===== src/rtl/dls_pkg.sv =====
package dls_pkg;
  localparam logic [2:0] RA_CTRL  = 3'd0;
  localparam logic [2:0] RA_LIST  = 3'd1;
  localparam logic [2:0] RA_BASE  = 3'd2;
  localparam logic [2:0] RA_STAGE = 3'd3;
  localparam logic [2:0] RA_SRC   = 3'd4;
  localparam logic [2:0] RA_DST   = 3'd5;
  localparam logic [2:0] RA_CNT   = 3'd6;

  localparam int B_EN   = 0;
  localparam int B_TE   = 1;
  localparam int B_SE   = 2;
  localparam int B_TIE  = 3;
  localparam int B_SIE  = 4;
  localparam int B_RPT  = 5;
  localparam int B_IRST = 15;
  localparam int B_MODE = 0;

  localparam int CNT_LSB = 24;
  localparam int IDX_LSB = 16;

  typedef enum logic [2:0] {
    ST_IDLE,
    ST_FETCH,
    ST_LOAD,
    ST_WAIT,
    ST_ADV
  } seq_state_e;
endpackage


===== src/rtl/dls_regs.sv =====
module dls_regs
  import dls_pkg::*;
#(
  parameter int DW    = 32,
  parameter int IDX_W = 8
) (
  input  logic              clk_i,
  input  logic              rst_ni,
  input  logic              we_i,
  input  logic [2:0]        addr_i,
  input  logic [DW-1:0]     wdata_i,
  input  logic [IDX_W-1:0]  idx_i,
  input  logic              stage_set_i,
  input  logic              te_set_i,
  output logic [DW-1:0]     rdata_o,
  output logic              en_o,
  output logic              rpt_o,
  output logic              dmode_o,
  output logic              te_o,
  output logic              se_o,
  output logic              tie_o,
  output logic              sie_o,
  output logic [DW-5:0]     base_o,
  output logic [IDX_W-1:0]  cnt_o,
  output logic [IDX_W-1:0]  stage_o,
  output logic [DW-1:0]     sar_o,
  output logic [DW-1:0]     dar_o,
  output logic [DW-1:0]     tcr_o,
  output logic              start_o,
  output logic              stop_o,
  output logic              idx_clr_o
);
  localparam int BASE_W = DW - 4;

  logic en_q, te_q, se_q, tie_q, sie_q, rpt_q, dmode_q;
  logic [BASE_W-1:0] base_q;
  logic [IDX_W-1:0]  cnt_q, stage_q;
  logic [DW-1:0]     sar_q, dar_q, tcr_q;

  logic wr_ctrl, wr_list, wr_base, wr_stage;
  assign wr_ctrl  = we_i && (addr_i == RA_CTRL);
  assign wr_list  = we_i && (addr_i == RA_LIST);
  assign wr_base  = we_i && (addr_i == RA_BASE);
  assign wr_stage = we_i && (addr_i == RA_STAGE);

  always_ff @(posedge clk_i or negedge rst_ni) begin
    if (!rst_ni) begin
      en_q    <= 1'b0;
      te_q    <= 1'b0;
      se_q    <= 1'b0;
      tie_q   <= 1'b0;
      sie_q   <= 1'b0;
      rpt_q   <= 1'b0;
      dmode_q <= 1'b0;
      base_q  <= '0;
      cnt_q   <= '0;
      stage_q <= '0;
      sar_q   <= '0;
      dar_q   <= '0;
      tcr_q   <= '0;
    end else begin
      if (wr_ctrl) begin
        en_q  <= wdata_i[B_EN];
        tie_q <= wdata_i[B_TIE];
        sie_q <= wdata_i[B_SIE];
        rpt_q <= wdata_i[B_RPT];
      end
      // hardware set has priority over a software clear
      te_q <= te_set_i    | (te_q & ~(wr_ctrl & ~wdata_i[B_TE]));
      se_q <= stage_set_i | (se_q & ~(wr_ctrl & ~wdata_i[B_SE]));
      if (wr_list)  cnt_q <= wdata_i[CNT_LSB +: IDX_W];
      if (wr_base) begin
        base_q  <= wdata_i[DW-1:4];
        dmode_q <= wdata_i[B_MODE];
      end
      if (wr_stage) stage_q <= wdata_i[IDX_W-1:0];
      if (we_i && addr_i == RA_SRC) sar_q <= wdata_i;
      if (we_i && addr_i == RA_DST) dar_q <= wdata_i;
      if (we_i && addr_i == RA_CNT) tcr_q <= wdata_i;
    end
  end

  assign start_o   = wr_ctrl & wdata_i[B_EN] & ~en_q;
  assign stop_o    = wr_ctrl & ~wdata_i[B_EN];
  assign idx_clr_o = wr_list & wdata_i[B_IRST];

  always_comb begin
    rdata_o = '0;
    unique case (addr_i)
      RA_CTRL: begin
        rdata_o[B_EN]  = en_q;
        rdata_o[B_TE]  = te_q;
        rdata_o[B_SE]  = se_q;
        rdata_o[B_TIE] = tie_q;
        rdata_o[B_SIE] = sie_q;
        rdata_o[B_RPT] = rpt_q;
      end
      RA_LIST: begin
        rdata_o[CNT_LSB +: IDX_W] = cnt_q;
        rdata_o[IDX_LSB +: IDX_W] = idx_i;
      end
      RA_BASE:  rdata_o = {base_q, 3'b000, dmode_q};
      RA_STAGE: rdata_o[IDX_W-1:0] = stage_q;
      RA_SRC:   rdata_o = sar_q;
      RA_DST:   rdata_o = dar_q;
      RA_CNT:   rdata_o = tcr_q;
      default:  rdata_o = '0;
    endcase
  end

  assign en_o    = en_q;
  assign rpt_o   = rpt_q;
  assign dmode_o = dmode_q;
  assign te_o    = te_q;
  assign se_o    = se_q;
  assign tie_o   = tie_q;
  assign sie_o   = sie_q;
  assign base_o  = base_q;
  assign cnt_o   = cnt_q;
  assign stage_o = stage_q;
  assign sar_o   = sar_q;
  assign dar_o   = dar_q;
  assign tcr_o   = tcr_q;
endmodule


===== src/rtl/dls_fetch.sv =====
module dls_fetch
  import dls_pkg::*;
#(
  parameter int DW    = 32,
  parameter int IDX_W = 8
) (
  input  logic              clk_i,
  input  logic              rst_ni,
  input  logic              start_i,
  input  logic              stop_i,
  input  logic              en_i,
  input  logic              dmode_i,
  input  logic              rpt_i,
  input  logic [DW-5:0]     base_i,
  input  logic [IDX_W-1:0]  cnt_i,
  input  logic [IDX_W-1:0]  stage_i,
  input  logic              idx_clr_i,
  input  logic [DW-1:0]     sar_i,
  input  logic [DW-1:0]     dar_i,
  input  logic [DW-1:0]     tcr_i,
  output logic              mem_req_o,
  output logic [DW-1:0]     mem_addr_o,
  input  logic              mem_rvalid_i,
  input  logic [DW-1:0]     mem_rdata_i,
  output logic              xfer_load_o,
  output logic [DW-1:0]     xfer_src_o,
  output logic [DW-1:0]     xfer_dst_o,
  output logic [DW-1:0]     xfer_cnt_o,
  input  logic              xfer_done_i,
  output logic [IDX_W-1:0]  idx_o,
  output seq_state_e        state_o,
  output logic              stage_set_o,
  output logic              te_set_o
);
  localparam logic [IDX_W-1:0] IDX_ONE = {{(IDX_W-1){1'b0}}, 1'b1};

  seq_state_e       state_q;
  logic [IDX_W-1:0] idx_q;
  logic [1:0]       wcnt_q;
  logic [DW-1:0]    w_src_q, w_dst_q, w_cnt_q;
  logic             last_entry;

  assign last_entry = (idx_q == cnt_i);

  always_ff @(posedge clk_i or negedge rst_ni) begin
    if (!rst_ni) begin
      state_q <= ST_IDLE;
      idx_q   <= '0;
      wcnt_q  <= '0;
      w_src_q <= '0;
      w_dst_q <= '0;
      w_cnt_q <= '0;
    end else begin
      unique case (state_q)
        ST_IDLE: begin
          if (start_i) begin
            wcnt_q  <= '0;
            state_q <= dmode_i ? ST_FETCH : ST_LOAD;
          end
        end
        ST_FETCH: begin
          if (mem_rvalid_i) begin
            unique case (wcnt_q)
              2'd0: w_src_q <= mem_rdata_i;
              2'd1: w_dst_q <= mem_rdata_i;
              2'd2: w_cnt_q <= mem_rdata_i;
              default: ; // reserved word dropped
            endcase
            wcnt_q <= wcnt_q + 2'd1;
            if (wcnt_q == 2'd3) state_q <= ST_LOAD;
          end
        end
        ST_LOAD: state_q <= ST_WAIT;
        ST_WAIT: if (xfer_done_i) state_q <= ST_ADV;
        ST_ADV: begin
          wcnt_q <= '0;
          if (!dmode_i) begin
            state_q <= ST_IDLE;
          end else if (last_entry) begin
            if (rpt_i) begin
              idx_q   <= '0;
              state_q <= ST_FETCH;
            end else begin
              state_q <= ST_IDLE;
            end
          end else begin
            idx_q   <= idx_q + IDX_ONE;
            state_q <= ST_FETCH;
          end
        end
        default: state_q <= ST_IDLE;
      endcase
      if (!start_i && (stop_i || !en_i)) state_q <= ST_IDLE;
      if (idx_clr_i) idx_q <= '0;
    end
  end

  assign mem_req_o  = (state_q == ST_FETCH);
  assign mem_addr_o = {base_i, 4'b0000}
                    + {{(DW-IDX_W-4){1'b0}}, idx_q, 4'b0000}
                    + {{(DW-4){1'b0}}, wcnt_q, 2'b00};

  assign xfer_load_o = (state_q == ST_LOAD);
  assign xfer_src_o  = dmode_i ? w_src_q : sar_i;
  assign xfer_dst_o  = dmode_i ? w_dst_q : dar_i;
  assign xfer_cnt_o  = dmode_i ? w_cnt_q : tcr_i;

  assign stage_set_o = (state_q == ST_WAIT) && xfer_done_i && dmode_i && (idx_q == stage_i);
  assign te_set_o    = (state_q == ST_ADV) && (!dmode_i || (last_entry && !rpt_i));

  assign idx_o   = idx_q;
  assign state_o = state_q;
endmodule


===== src/rtl/desc_list_seq.sv =====
module desc_list_seq
  import dls_pkg::*;
#(
  parameter int DW    = 32,
  parameter int IDX_W = 8
) (
  input  logic          clk_i,
  input  logic          rst_ni,
  input  logic          reg_we_i,
  input  logic [2:0]    reg_addr_i,
  input  logic [DW-1:0] reg_wdata_i,
  output logic [DW-1:0] reg_rdata_o,
  output logic          mem_req_o,
  output logic [DW-1:0] mem_addr_o,
  input  logic          mem_rvalid_i,
  input  logic [DW-1:0] mem_rdata_i,
  output logic          xfer_load_o,
  output logic [DW-1:0] xfer_src_o,
  output logic [DW-1:0] xfer_dst_o,
  output logic [DW-1:0] xfer_cnt_o,
  input  logic          xfer_done_i,
  output logic          irq_o
);
  logic en_w, rpt_w, dmode_w, te_w, se_w, tie_w, sie_w;
  logic start_w, stop_w, idx_clr_w, stage_set_w, te_set_w;
  logic [DW-5:0]    base_w;
  logic [IDX_W-1:0] cnt_w, stage_w, idx_w;
  logic [DW-1:0]    sar_w, dar_w, tcr_w;
  seq_state_e       state_w;

  dls_regs #(.DW(DW), .IDX_W(IDX_W)) u_regs (
    .clk_i       (clk_i),
    .rst_ni      (rst_ni),
    .we_i        (reg_we_i),
    .addr_i      (reg_addr_i),
    .wdata_i     (reg_wdata_i),
    .idx_i       (idx_w),
    .stage_set_i (stage_set_w),
    .te_set_i    (te_set_w),
    .rdata_o     (reg_rdata_o),
    .en_o        (en_w),
    .rpt_o       (rpt_w),
    .dmode_o     (dmode_w),
    .te_o        (te_w),
    .se_o        (se_w),
    .tie_o       (tie_w),
    .sie_o       (sie_w),
    .base_o      (base_w),
    .cnt_o       (cnt_w),
    .stage_o     (stage_w),
    .sar_o       (sar_w),
    .dar_o       (dar_w),
    .tcr_o       (tcr_w),
    .start_o     (start_w),
    .stop_o      (stop_w),
    .idx_clr_o   (idx_clr_w)
  );

  dls_fetch #(.DW(DW), .IDX_W(IDX_W)) u_fetch (
    .clk_i        (clk_i),
    .rst_ni       (rst_ni),
    .start_i      (start_w),
    .stop_i       (stop_w),
    .en_i         (en_w),
    .dmode_i      (dmode_w),
    .rpt_i        (rpt_w),
    .base_i       (base_w),
    .cnt_i        (cnt_w),
    .stage_i      (stage_w),
    .idx_clr_i    (idx_clr_w),
    .sar_i        (sar_w),
    .dar_i        (dar_w),
    .tcr_i        (tcr_w),
    .mem_req_o    (mem_req_o),
    .mem_addr_o   (mem_addr_o),
    .mem_rvalid_i (mem_rvalid_i),
    .mem_rdata_i  (mem_rdata_i),
    .xfer_load_o  (xfer_load_o),
    .xfer_src_o   (xfer_src_o),
    .xfer_dst_o   (xfer_dst_o),
    .xfer_cnt_o   (xfer_cnt_o),
    .xfer_done_i  (xfer_done_i),
    .idx_o        (idx_w),
    .state_o      (state_w),
    .stage_set_o  (stage_set_w),
    .te_set_o     (te_set_w)
  );

  assign irq_o = (te_w & tie_w) | (se_w & sie_w);
endmodule


===== config.mk =====
export PLATFORM = sky130hd
export DESIGN_NAME = desc_list_seq
export DESIGN_NICKNAME = d
export VERILOG_FILES = /design/src/rtl/dls_pkg.sv /design/src/rtl/dls_regs.sv /design/src/rtl/dls_fetch.sv /design/src/rtl/desc_list_seq.sv
export SDC_FILE = /design/constraint.sdc
export NUM_CORES = 1
export LEC_CHECK = 0
export BUFFER_PORTS_ARGS = -buffer_cell sky130_fd_sc_hd__buf_4
export CAP_MARGIN = 0
export CORE_MARGIN = 2
export CORE_UTILIZATION = 55
export CTS_BUF_LIST = sky130_fd_sc_hd__clkbuf_16
export DETAILED_ROUTE_END_ITERATION = 6
export PLACE_DENSITY_LB_ADDON = 0.1
export SLEW_MARGIN = 25
export SYNTH_ARGS = -nofsm -noshare
export SYNTH_HDL_FRONTEND = slang
export SYNTH_HIERARCHICAL = 1
export SYNTH_SLANG_ARGS = --single-unit

===== constraint.sdc =====
create_clock -name clk_i -period 2.8 [get_ports clk_i]
set_input_delay 0.14 -clock clk_i [delete_from_list [all_inputs] [get_ports clk_i]]
set_output_delay 0.14 -clock clk_i [all_outputs]
set_load 0.05 [all_outputs]

======== After elaboration in Yosys (flattened, before gate mapping) ========
Cells that the tools add are included.
word-level totals
  input bits .............................. 72
  register bits ........................... 256
  output and inout port bits .............. 163
operators by class
  $add $sub $neg .......................... 4
  bitwise gates (word level) .............. 19
  eq/ne operators ......................... 22
  reductions and logical operators ........ 31
  multiplexer cells ....................... 25
operator list
  operator                                                                 count
  32-bit 2-to-1 mux                                                        3
  16-bit one-hot mux with 5 select lines                                   1
  8-bit 2-to-1 mux                                                         5
  6-bit one-hot mux with 6 select lines                                    1
  32-bit by 12-bit adder with 32-bit output                                1
  32-bit by 4-bit adder with 32-bit output                                 1
  8-bit one-hot mux with 4 select lines                                    1
  3-bit 2-to-1 mux                                                         6
  8-bit == test                                                            2
  3-bit one-hot mux with 5 select lines                                    1
  3-bit AND reduction                                                      5
  1-bit logical AND                                                        13
  3-bit by 2-bit == test with 1-bit output, second input constant          4
  3-bit == test, second input constant                                     4
  1-bit AND                                                                10
  2-bit one-hot mux with 5 select lines                                    1
  3-bit by 1-bit inequality test with 1-bit output, second input constant  3
  8-bit by 1-bit adder with 8-bit output, second input constant            1
  3-bit by 1-bit == test with 1-bit output, second input constant          2
  3-bit logical NOT                                                        2
  2-bit 2-to-1 mux                                                         3
  1-bit inverter                                                           6
  2-bit one-hot mux with 3 select lines                                    1
  2-bit == test, second input constant                                     2
  13 further kinds                                                         22

======== Longest topological paths before layout ========
Gate-level depths: netlist of run 1.
  depth after elaboration ................. 8
  depth in mapped cells ................... 8
  mapped depth without buffers ............ 7

======== Hierarchy ========
Netlist of run 1, hierarchy kept.
by module, submodules not included
  module         area each (um^2)  cells each  sequential area each (um^2)  times used
  dls_fetch      6950.4            540         2727.6                       1
  dls_regs       6677.7            495         3678.5                       1
  desc_list_seq  8.8               1           0.0                          1

======== Worst setup path before layout of run 1 ========
OpenSTA, ideal clock, no wires.
  kind .................................... flip-flop to output port
  from .................................... register u_fetch.idx_q[0] (netlist: u_fetch/idx_o[0])
  to ...................................... output mem_addr_o[20]
  path slack .............................. -0.006 ns
  stages on the path, launching flop included .. 8
  path buffers ............................ 0
  data arrival time ....................... 2.666 ns
  cell sequence ........................... dfrtp_1 > ha_1 > fa_1 > a21o_1 > a21o_1 > a21oi_2 > nor3_1 > xnor2_1
between the ends
  cells in the longest elaborated chain, start to end .. 2
RTL lines
  what                                       line                 source
  from (decl)                                dls_fetch.sv:38      logic [IDX_W-1:0] idx_q;
  from (signal assigned)                     dls_fetch.sv:87      idx_q <= idx_q + IDX_ONE;
  32-bit by 12-bit adder with 32-bit output  dls_fetch.sv:100     + {{(DW-IDX_W-4){1'b0}}, idx_q, 4'b0000}
  32-bit by 4-bit adder with 32-bit output   dls_fetch.sv:101     + {{(DW-4){1'b0}}, wcnt_q, 2'b00};
  to (decl)                                  desc_list_seq.sv:14  output logic [DW-1:0] mem_addr_o,
Every way passes these cells.

======== Worst setup path in the final report of run 1 ========
  from .................................... register u_regs.base_q[0] (netlist: u_regs/base_o[0])
  to ...................................... output mem_addr_o[26]
between the ends
  cells in the longest elaborated chain, start to end .. 2
RTL lines
  what                                       line              source
  from (decl)                                dls_regs.sv:36    logic [BASE_W-1:0] base_q;
  from (signal assigned)                     dls_regs.sv:73    base_q <= wdata_i[DW-1:4];
  32-bit by 12-bit adder with 32-bit output  dls_fetch.sv:100
  32-bit by 4-bit adder with 32-bit output   dls_fetch.sv:101
Every way passes these cells.

==> run metrics, run 1 <==
critical path's top delay family compound AO/OA/AOI/OAI gates; Rel. slew slack 51.5%; Synth Flop Type dfrtp_1; Post-synth ARST share 100%; HPWL after DPL 24400 microns; CP max FO 5; final hold violations 0; fin. max-slew vios 0; post-synthesis compound-gate area fraction 6.85%; IO Pins 235; Residual DRC 0; drt via density 5.86; Routed WL 37300 microns; Seq/Total Area, Yosys 47.0%; Internal 9.62 mW; Synth cell types 64; total track usage 28.6%; actual slew at the worst max-slew pin 725 ps; Worst path depth 9; Final setup violation count 9; Comb power frac 38.9%; most common cell in the netlist dfrtp_1; sw frac 37.7%; initial antenna violation count 0; CTS Root Cell clkbuf_16; max-cap violation count 0; Psw 5.83 mW; Worst Skew 17.7 ps; Power Dens Cells 878 nW/um^2; fmax 0.350 GHz; Synth top area share 47.0%; Chip Width 161 microns; CTS sink cnt 256; clock network fraction of design power 26.9%; crit start category register; Post-Syn Area 13600 sq um; Area contributors post-synth dfrtp_1 (47%), mux2_2 (19%), mux2_4 (9.9%); nets 1425; reg2reg start u_fetch/idx_o[0]; most frequent cells after synthesis dfrtp_1 (256), mux2_2 (235), mux2_4 (90), a21oi_1 (54), clkbuf_1 (26); DR WL/cell 22.1 microns; R2R Path End u_fetch/idx_o[6]; Arr. time, crit path 2720 ps; Bufs and invs on worst path 2; Final Wtd Congestion 0.867; Clock Path Buffers 3; DR iter-0 viols 629; Syn Inst Count 1036; total CTS buffers 29; status finished, violations left; xor-xnor portion of the synthesized cell area 2.70%; CP endpoint kind primary output; Final Non-Filler Cells 1685; Core ar. 24300 sq um; EDFF count, synth 0; worst hold path type in -> reg; largest family of logic cells by synthesized area multiplexers; crit path to mem_addr_o[26]; vias in the first global route 10200; Reg2Reg Setup Slack 640 ps; H-tree depth 1; row count 57; Final Total Pwr 15.4 mW; Max VDD drop 0.000607 V; via count 9866; Crit Path Category reg -> out; failing checks negative setup slack; P&R area growth vs syn 29.0%; Pre-antenna DRT Iters 5; ratio of final minimum period to clock period 102%; Die Ht 161 microns; sequential share of power 34.2%; Syn Area/Cell 13.2 sq um; die area 26100 sq um; PortBufs 232; Worst Slack Setup Final -60.4 ps; Overflow after GRT 0; CP most frequent cell a21o_1; RSZ-0062 raised after global routing yes; reg2reg path depth 7; Final min period 2860 ps; Reg clk slew, reported paths 60 ps; Critical Path Max Stage Delay 390 ps; # diodes 0; largest net degree at the start of global routing 73; Critical Path Start u_regs/base_o[0]; CTS tree done; ANT nets after route 0; Starting Density 56.1%; post-synthesis adder-cell area fraction 1.34%; first-pass GRT wire length 58600 microns; Cell Chain, Critical Path ha_2 -> fa_2 -> a21o_1 -> a21o_1 -> a21oi_4 -> buf_6 -> nor3_2 -> xor2_1 -> buf_4; later-pin clock latency in the skew report 560 ps; CP max stage cell dfrtp_1; Critical Path RT 2660 ps; Synth area leader dfrtp_1; P_leak 8.36 nW; multiplexer share of the synthesized area 32.3%; flop and latch count out of synthesis 256; final hold slack 31.5 ps; Post-Synth Simple-Gate Area 6.10%; Synth warnings 6; Cells after DPL 1559; share of cells above drive strength 1 51.0%; Fillers 1704
[layer usage]
layer / wire length (microns) / share of wire (%) / global-route usage (%)
met5: 0 / 0 / 0
met3: 2040 / 5.5 / 4.24
met4: 818 / 2.2 / 6.70
met2: 17600 / 47 / 46.4
met1: 16900 / 45 / 41.0
[final cells by class]
| class | count | area, sq um | area share, % |
|---|---|---|---|
| inverters | 14 | 52.6 | 0.299 |
| flip-flops and latches | 256 | 6410 | 36.4 |
| clock inverters | 24 | 322 | 1.83 |
| clock buffers | 29 | 726 | 4.13 |
| repair buffers | 336 | 2820 | 16.0 |
| well taps | 324 | 405 | 2.30 |
| multi-input cells | 702 | 6860 | 39.0 |
[flip-flops by register name, summed over array words and instances, names as in the netlist, 2 cells and up]
register	flops
u_fetch/wcnt_q	2
u_regs/tcr_o	32
u_fetch/w_cnt_q	32
u_regs/stage_o	8
u_regs/dar_o	32
u_regs/sar_o	32
u_fetch/w_dst_q	32
u_regs/cnt_o	8
u_fetch/idx_o	8
u_fetch/w_src_q	32
u_regs/base_o	28
u_fetch/state_o	3
[worst min-delay path by stage]
stage | slack, ps | cells after the start | endpoint | start
after global placement | 150 | 1 | u_fetch/w_cnt_q[17] | rst_ni
final | 30 | 4 | u_fetch/wcnt_q[1] | mem_rvalid_i
after floorplan | -160 | 0 | u_fetch/idx_o[0] | rst_ni
after CTS | 4 | 4 | u_fetch/wcnt_q[0] | mem_rvalid_i
after detailed placement | 150 | 1 | u_fetch/w_cnt_q[18] | rst_ni
after global routing | 50 | 4 | u_fetch/wcnt_q[0] | mem_rvalid_i
[tightest hold or removal path: cells and delay by family]
family | cells | cell delay (ps)
buf+inv | 1 | 120
simple gates | 1 | 50
compound gates | 2 | 230
[power groups by stage]
stage	Sequential, mW	Combinational [mW]	Clock [mW]
floorplan	5.05	4.42	0
global placement	5.28	5.84	0
detailed placement	5.31	5.89	0
CTS	5.26	6.01	4.22
global route	5.39	6.30	4.38
finish	5.28	6.01	4.16
[cells by family (layout without fill, tap and decap cells)]
kind of cell	Yosys count	in the layout
muxes	362	362
DFF	256	256
AOI/OAI and AO/OA	141	141
and+or+nand+nor	141	141
buffers and inverters	79	403
xor gates and xnor gates	42	42
adders and majority gates	14	14
other	1	2
[through the flow]
step / setup TNS [ps] / setup WS [ps] / area [sq um] / utilization (%)
finish: -264 / -60.4 / 17600 / 72.3
global route: -883 / -142 / 17600 / 72.3
CTS: -331 / -47.3 / 17500 / 71.9
detailed placement: 0 / 445 / 15700 / 64.6
global placement: 0 / 471 / 15700 / 64.6
floorplan: 0 / 41.0 / 13600 / -
[layout by cell type, fill, tap and decap left out, types with 20 or more instances in the layout]
cell           Yosys  layout
a221oi_1          20      20
a21oi_1           54      54
mux2i_1           23      23
mux2_4            90      90
clkbuf_16          0      29
dfrtp_1          256     255
mux2_2           235     235
xor2_1            20      20
or2_2             20      20
dlygate4sd3_1      0      66
buf_4              6     257
xnor2_1           22      21
[timing repair]
action	4_1_cts	5_1_grt
endpoints found under the setup margin	12	15
hold buffers	66	0
setup buffers	2	4
gates resized for setup	13	9
hold endpoints to repair	314	0
pin swaps	4	5
gates cloned	1	0
Note: power is estimated with default switching activity, not from simulation.
==> run 2: changes to the inputs <==
--- a/config.mk
+++ b/config.mk
@@ -15,5 +15,4 @@
 export SLEW_MARGIN = 25
 export SYNTH_ARGS = -nofsm -noshare
 export SYNTH_HDL_FRONTEND = slang
-export SYNTH_HIERARCHICAL = 1
 export SYNTH_SLANG_ARGS = --single-unit
==> run metrics, run 2 <==
Reg area 6410 sq um (about the same); RSZ-0062 raised after global routing yes (unchanged); Final Total Pwr 16.3 mW (was 15.4 mW); Crit Path Category reg -> out (unchanged); Syn Area/Cell 12.8 sq um (was 13.2 sq um); drt via density 5.75 (was 5.86); commonest non-fill, non-tap cell in the layout mux2_2 (was buf_4); CTS tree done (unchanged); Rel. slew slack 57.0% (was 51.5%); R2R Path End u_fetch.idx_o[5] (was u_fetch/idx_o[6]); Reg clk slew, reported paths 60 ps (about the same); max-cap violation count 0 (unchanged); final hold slack 187 ps (was 31.5 ps); first-pass GRT wire length 55500 microns (was 58600 microns); largest net degree at the start of global routing 85 (was 73); reg2reg path depth 7 (unchanged); Residual DRC 0 (unchanged); Post-synth ARST share 100% (unchanged); Final setup violation count 15 (was 9); ANT nets after route 0 (unchanged); Chip Width 158 microns (was 161 microns); Area contributors post-synth dfrtp_1 (49%), mux2_2 (24%), mux2_1 (4.7%) (was dfrtp_1 (47%), mux2_2 (19%), mux2_4 (9.9%)); P_leak 8.12 nW (was 8.36 nW); worst hold path type in -> async (was in -> reg); Pre-antenna DRT Iters 5 (unchanged); Post-Place Worst Slack -81.1 ps (was 445 ps); Setup TNS -1350 ps (was -264 ps); PortBufs 232 (unchanged); reg2reg start u_fetch.idx_o[2] (was u_fetch/idx_o[0]); Core ar. 23300 sq um (was 24300 sq um); Power Dens Cells 951 nW/um^2 (was 878 nW/um^2); Fillers 1556 (was 1704); Starting Density 55.8% (was 56.1%); status finished, violations left (unchanged); Arr. time, crit path 2820 ps (was 2720 ps); Multi-input gate area 6530 sq um (was 6860 sq um); later-pin clock latency in the skew report 550 ps (was 560 ps); row count 56 (was 57); Synth area leader dfrtp_1 (unchanged); vias in the first global route 9841 (was 10200); failing checks negative setup slack (unchanged); P&R area growth vs syn 32.1% (was 29.0%); share of cells above drive strength 1 49.1% (was 51.0%); # diodes 0 (unchanged); DR iter-0 viols 587 (was 629); Die Ht 158 microns (was 161 microns); Reg2Reg Setup Slack 740 ps (was 640 ps); post-route cell area 17200 sq um (was 17600 sq um); Clock Path Buffers 3 (unchanged); Synth Flop Type dfrtp_1 (unchanged); H-tree depth 1 (unchanged); initial antenna violation count 0 (unchanged); Syn Inst Count 1017 (was 1036); Worst Slack Setup Final -158 ps (was -60.4 ps); most common cell in the netlist mux2_2 (was dfrtp_1); fin. max-slew vios 0 (unchanged); DR WL/cell 21.6 microns (was 22.1 microns); HPWL after DPL 23800 microns (was 24400 microns); Final min period 2960 ps (was 2860 ps); actual slew at the worst max-slew pin 644 ps (was 725 ps); crit start category register (unchanged); Synth cell types 64 (unchanged); final hold violations 0 (unchanged); Synth warnings 0 (was 6); fmax 0.338 GHz (was 0.350 GHz); CTS sink cnt 256 (unchanged); Routed WL 36000 microns (was 37300 microns); IO Pins 235 (unchanged); flop and latch count out of synthesis 256 (unchanged); Seq/Total Area, Yosys 49.2% (was 47.0%); CP max FO 3 (was 5); ratio of final minimum period to clock period 106% (was 102%); Final Wtd Congestion 0.820 (was 0.867); Area after DPL 15200 sq um (was 15700 sq um); nets 1416 (was 1425); CTS Root Cell clkbuf_16 (unchanged); CP endpoint kind primary output (unchanged); via count 9615 (was 9866); EDFF count, synth 0 (unchanged); Overflow after GRT 0 (unchanged); Critical Path RT 2660 ps (about the same); die area 24900 sq um (was 26100 sq um); total CTS buffers 29 (unchanged); Synth top area share 49.2% (was 47.0%); Worst Skew 15.8 ps (was 17.7 ps); Max VDD drop 0.000678 V (was 0.000607 V); commonest non-fill, non-tap cells in the layout mux2_2 (280), buf_4 (261), dfrtp_1 (253) (was buf_4 (257), dfrtp_1 (255), mux2_2 (235)); total track usage 28.7% (was 28.6%); Post-Syn Area 13000 sq um (was 13600 sq um); most frequent cells after synthesis mux2_2 (280), dfrtp_1 (256), mux2_1 (54), nand2_1 (39), xnor2_1 (30) (was dfrtp_1 (256), mux2_2 (235), mux2_4 (90), a21oi_1 (54), clkbuf_1 (26))
[run 2: layout make-up]
cell class,count,area share (%)
Sequential cell,256,37.3
Inverter,10,0.218
Multi-Input combinational cell,687,38.0
Clock inverter,24,1.08
Clock buffer,29,4.22
Timing Repair Buffer,346,16.9
Tap cell,319,2.32
[run 2: worst max-delay path, stage by stage (launching register included)]
cell	delay [ps]
dfrtp_1	390
ha_2	210
fa_2	370
a211oi_4	270
nor2_4	80
nor4_4	140
buf_4	180
nor3_4	70
buf_6	150
nand2_2	80
xnor2_1	110
buf_4	210
[run 2: logic make-up (layout without fill, tap and decap cells)]
logic type / after synthesis / after routing / share of synthesized area, %
muxes: 351 / 351 / 30.2
DFF: 256 / 256 / 49.2
AOI/OAI and AO/OA: 147 / 148 / 8.06
and+or+nand+nor: 131 / 131 / 5.64
buffers and inverters: 76 / 409 / 2.66
xor gates and xnor gates: 41 / 41 / 2.76
adders and majority gates: 14 / 14 / 1.40
other: 1 / 2 / 0.0288
[run 2: what timing repair did]
action,CTS,global route
setup endpoints to repair,20,22
resized for setup,19,38
endpoints found under the hold margin,326,0
setup buffers,8,4
pin swaps,17,20
cloned,1,0
hold buffers,67,0
[run 2: routing by layer]
layer	vias to the layer above	global-route usage, %	part of all wire, %
met1	4877	39.7	44
li1	4367	-	-
met4	0	8.10	2.1
met3	59	4.22	5.4
met2	312	47.3	48
met5	-	0	0
[run 2: per-stage QoR]
stage	utilization, %	cells
4_1_cts	72.8	1667
2_1_floorplan	-	1018
5_1_grt	73.6	1671
6_report	73.6	1671
3_5_place_dp	65.3	1539
3_3_place_gp	65.3	1539
[run 2: power by group]
group	switching (mW)	internal (mW)	total, mW
combinational	4.42	2.79	7.21
sequential	0.774	4.72	5.49
clock	1.50	2.15	3.65
total	6.69	9.66	16.3
[run 2: worst max path at each step]
stage	cells past startpoint	startpoint	slack [ps]	end
after floorplan	7	u_fetch.idx_o[0]	50	mem_addr_o[12]
after global placement	9	u_regs.base_o[0]	0.7	mem_addr_o[20]
after detailed placement	9	u_regs.base_o[0]	-80	mem_addr_o[20]
after CTS	11	u_fetch.idx_o[0]	-190	mem_addr_o[28]
after global routing	11	u_regs.base_o[0]	-270	mem_addr_o[30]
final	11	u_regs.base_o[0]	-160	mem_addr_o[30]
==> run 3: changes to the inputs <==
--- a/config.mk
+++ b/config.mk
@@ -15,4 +15,5 @@
 export SLEW_MARGIN = 25
 export SYNTH_ARGS = -nofsm -noshare
 export SYNTH_HDL_FRONTEND = slang
+export SYNTH_HIERARCHICAL = 1
 export SYNTH_SLANG_ARGS = --single-unit
==> constraint.sdc (replaced) <==
create_clock -name clk_i -period 2.8 [get_ports clk_i]
set_input_delay 0.42 -clock clk_i [delete_from_list [all_inputs] [get_ports clk_i]]
set_output_delay 0.42 -clock clk_i [all_outputs]
set_load 0.05 [all_outputs]
==> run metrics, run 3 (synthesized netlist as in run 1, its figures left out) <==
Residual DRC 0 (unchanged); Cell Chain, Critical Path ha_2 -> fa_2 -> a21o_1 -> a21o_1 -> a21oi_4 -> buf_6 -> nor2_1 -> xor2_2 -> buf_6 (was ha_2 -> fa_2 -> a211oi_4 -> nor2_4 -> nor4_4 -> buf_4 -> nor3_4 -> buf_6 -> nand2_2 -> xnor2_1 -> buf_4); commonest non-fill, non-tap cells in the layout buf_4 (254), dfrtp_1 (252), mux2_2 (235) (was mux2_2 (280), buf_4 (261), dfrtp_1 (253)); failing checks negative setup slack (unchanged); P_leak 8.10 nW (was 8.12 nW); Arr. time, crit path 2590 ps (was 2820 ps); RSZ-0062 raised after global routing yes (unchanged); post-route cell area 17000 sq um (was 17200 sq um); Starting Density 56.1% (was 55.8%); later-pin clock latency in the skew report 540 ps (was 550 ps); Final Wtd Congestion 0.887 (was 0.820); Core ar. 24300 sq um (was 23300 sq um); Pre-antenna DRT Iters 5 (unchanged); total CTS buffers 28 (was 29); Bufs and invs on worst path 2 (was 3); Die Ht 161 microns (was 158 microns); die area 26100 sq um (was 24900 sq um); largest net degree at the start of global routing 79 (was 85); Max VDD drop 0.000554 V (was 0.000678 V); commonest non-fill, non-tap cell in the layout buf_4 (was mux2_2); PortBufs 232 (unchanged); actual slew at the worst max-slew pin 679 ps (was 644 ps); IO Pins 235 (unchanged); fmax 0.332 GHz (was 0.338 GHz); Worst Slack Setup Final -213 ps (was -158 ps); Setup TNS -2080 ps (was -1350 ps); Final setup violation count 15 (unchanged); CTS sink cnt 256 (unchanged); Routed WL 36900 microns (was 36000 microns); status finished, violations left (unchanged); Overflow after GRT 0 (unchanged); CP endpoint kind primary output (unchanged); CTS Root Cell clkbuf_16 (unchanged); crit start category register (unchanged); Clock Path Buffers 3 (unchanged); HPWL after DPL 24800 microns (was 23800 microns); nets 1370 (was 1416); Fillers 1791 (was 1556); drt via density 5.86 (was 5.75); # diodes 0 (unchanged); worst hold path type in -> reg (was in -> async); Power Dens Cells 864 nW/um^2 (was 951 nW/um^2); Worst Skew 10.8 ps (was 15.8 ps); Chip Width 161 microns (was 158 microns); ANT nets after route 0 (unchanged); share of cells above drive strength 1 54.7% (was 49.1%); fin. max-slew vios 0 (unchanged); critical path's top delay family compound AO/OA/AOI/OAI gates (was adder cells); DR WL/cell 22.7 microns (was 21.6 microns); ratio of final minimum period to clock period 108% (was 106%); CP max FO 5 (was 3); total track usage 28.3% (was 28.7%); post-layout util 70.0% (was 73.6%); Rel. slew slack 54.7% (was 57.0%); final hold violations 0 (unchanged); Crit Path Category reg -> out (unchanged); H-tree depth 1 (unchanged); DR iter-0 viols 714 (was 587); vias in the first global route 10100 (was 9841); via count 9549 (was 9615); P&R area growth vs syn 24.9% (was 32.1%); CP max stage cell dfrtp_1 (unchanged); CTS tree done (unchanged); Area after DPL 15900 sq um (was 15200 sq um); initial antenna violation count 0 (unchanged); first-pass GRT wire length 57900 microns (was 55500 microns); row count 57 (was 56); max-cap violation count 0 (unchanged); Critical Path Max Stage Delay 380 ps (was 390 ps); Final min period 3010 ps (was 2960 ps); Critical Path RT 2380 ps (was 2660 ps); Reg clk slew, reported paths 60 ps (about the same)
==> run 3: cell count changes in the layout (fill, tap and decap cells not counted), moves of 12 or more <==
| cell | before | now |
|---|---|---|
| or2_2 | 1 | 20 |
| mux2_4 | 0 | 90 |
| mux2_1 | 54 | 12 |
| nand2_1 | 31 | 19 |
| a21o_1 | 20 | 3 |
| a21oi_1 | 26 | 54 |
| mux2_2 | 280 | 235 |
| dlygate4sd3_1 | 67 | 1 |
| o21ai_0 | 19 | 7 |
==> run 3: power breakdown <==
| group | internal (mW) | total, mW | switching, mW | leakage (nW) |
|---|---|---|---|---|
| Sequential | 4.53 | 5.30 | 0.767 | 3.27 |
| Combinational | 2.48 | 6.01 | 3.53 | 4.42 |
| Clock | 1.95 | 3.42 | 1.47 | 0.421 |
| Total | 8.96 | 14.7 | 5.77 | 8.10 |
==> run 3: layer usage <==
layer  part of all wire, %  wire [microns]  vias to the layer above  global-route usage [%]
li1                      -               -                     4287                       -
met1                    44           16400                     4836                    40.6
met2                    47           17400                      370                    45.4
met3                   6.6            2440                       56                    4.62
met4                   1.8             649                        0                    6.94
met5                     0               0                        -                       0
==> run 3: final timing paths <==
kind	startpoint	to	slack, ps	depth (start not counted)
worst max register to register	u_fetch/idx_o[3]	u_fetch/idx_o[6]	600	6
worst min-delay path	mem_rdata_i[5]	u_fetch/w_src_q[5]	120	2
max in group asynchronous	rst_ni	u_regs/dmode_o	1550	3
worst max-delay path	u_regs/base_o[0]	mem_addr_o[16]	-210	9
min in group asynchronous	rst_ni	u_fetch/w_cnt_q[17]	480	2
worst min register to register	u_fetch/w_cnt_q[0]	u_fetch/w_cnt_q[0]	500	1
==> run 3: stage by stage <==
step,std cells,power (mW),worst slack [ps],hold slack (ps)
finish,1629,14.7,-213,122
global route,1629,15.3,-282,110
CTS,1630,14.8,-264,107
detailed placement,1567,11.2,209,463
global placement,1567,11.2,229,455
floorplan,1037,9.49,6.69,124
==> run 3: cell type report <==
| cell class | count | area [sq um] | share of cell area (%) |
|---|---|---|---|
| clock buffer | 29 | 726 | 4.26 |
| clock inverter | 22 | 125 | 0.734 |
| inverter | 14 | 52.6 | 0.308 |
| multi-input combinational | 702 | 6970 | 40.9 |
| sequential | 256 | 6410 | 37.6 |
| tap | 324 | 405 | 2.38 |
| timing repair buffer | 282 | 2340 | 13.7 |
==> run 3: timing repair <==
item / CTS / global route
cloned: 1 / 0
endpoints found under the setup margin: 21 / 22
hold buffers: 1 / 0
gates resized for setup: 33 / 12
buffers inserted: 10 / 1
pin swaps: 3 / 1
hold endpoints to repair: 72 / 0
==> run 3: worst reg2reg max path, cell delays in order (launching register included) <==
cell,delay (ps)
dfrtp_1,420
buf_4,200
xnor2_1,140
nand4_1,140
or2_1,370
nand4_2,300
o311ai_1,500
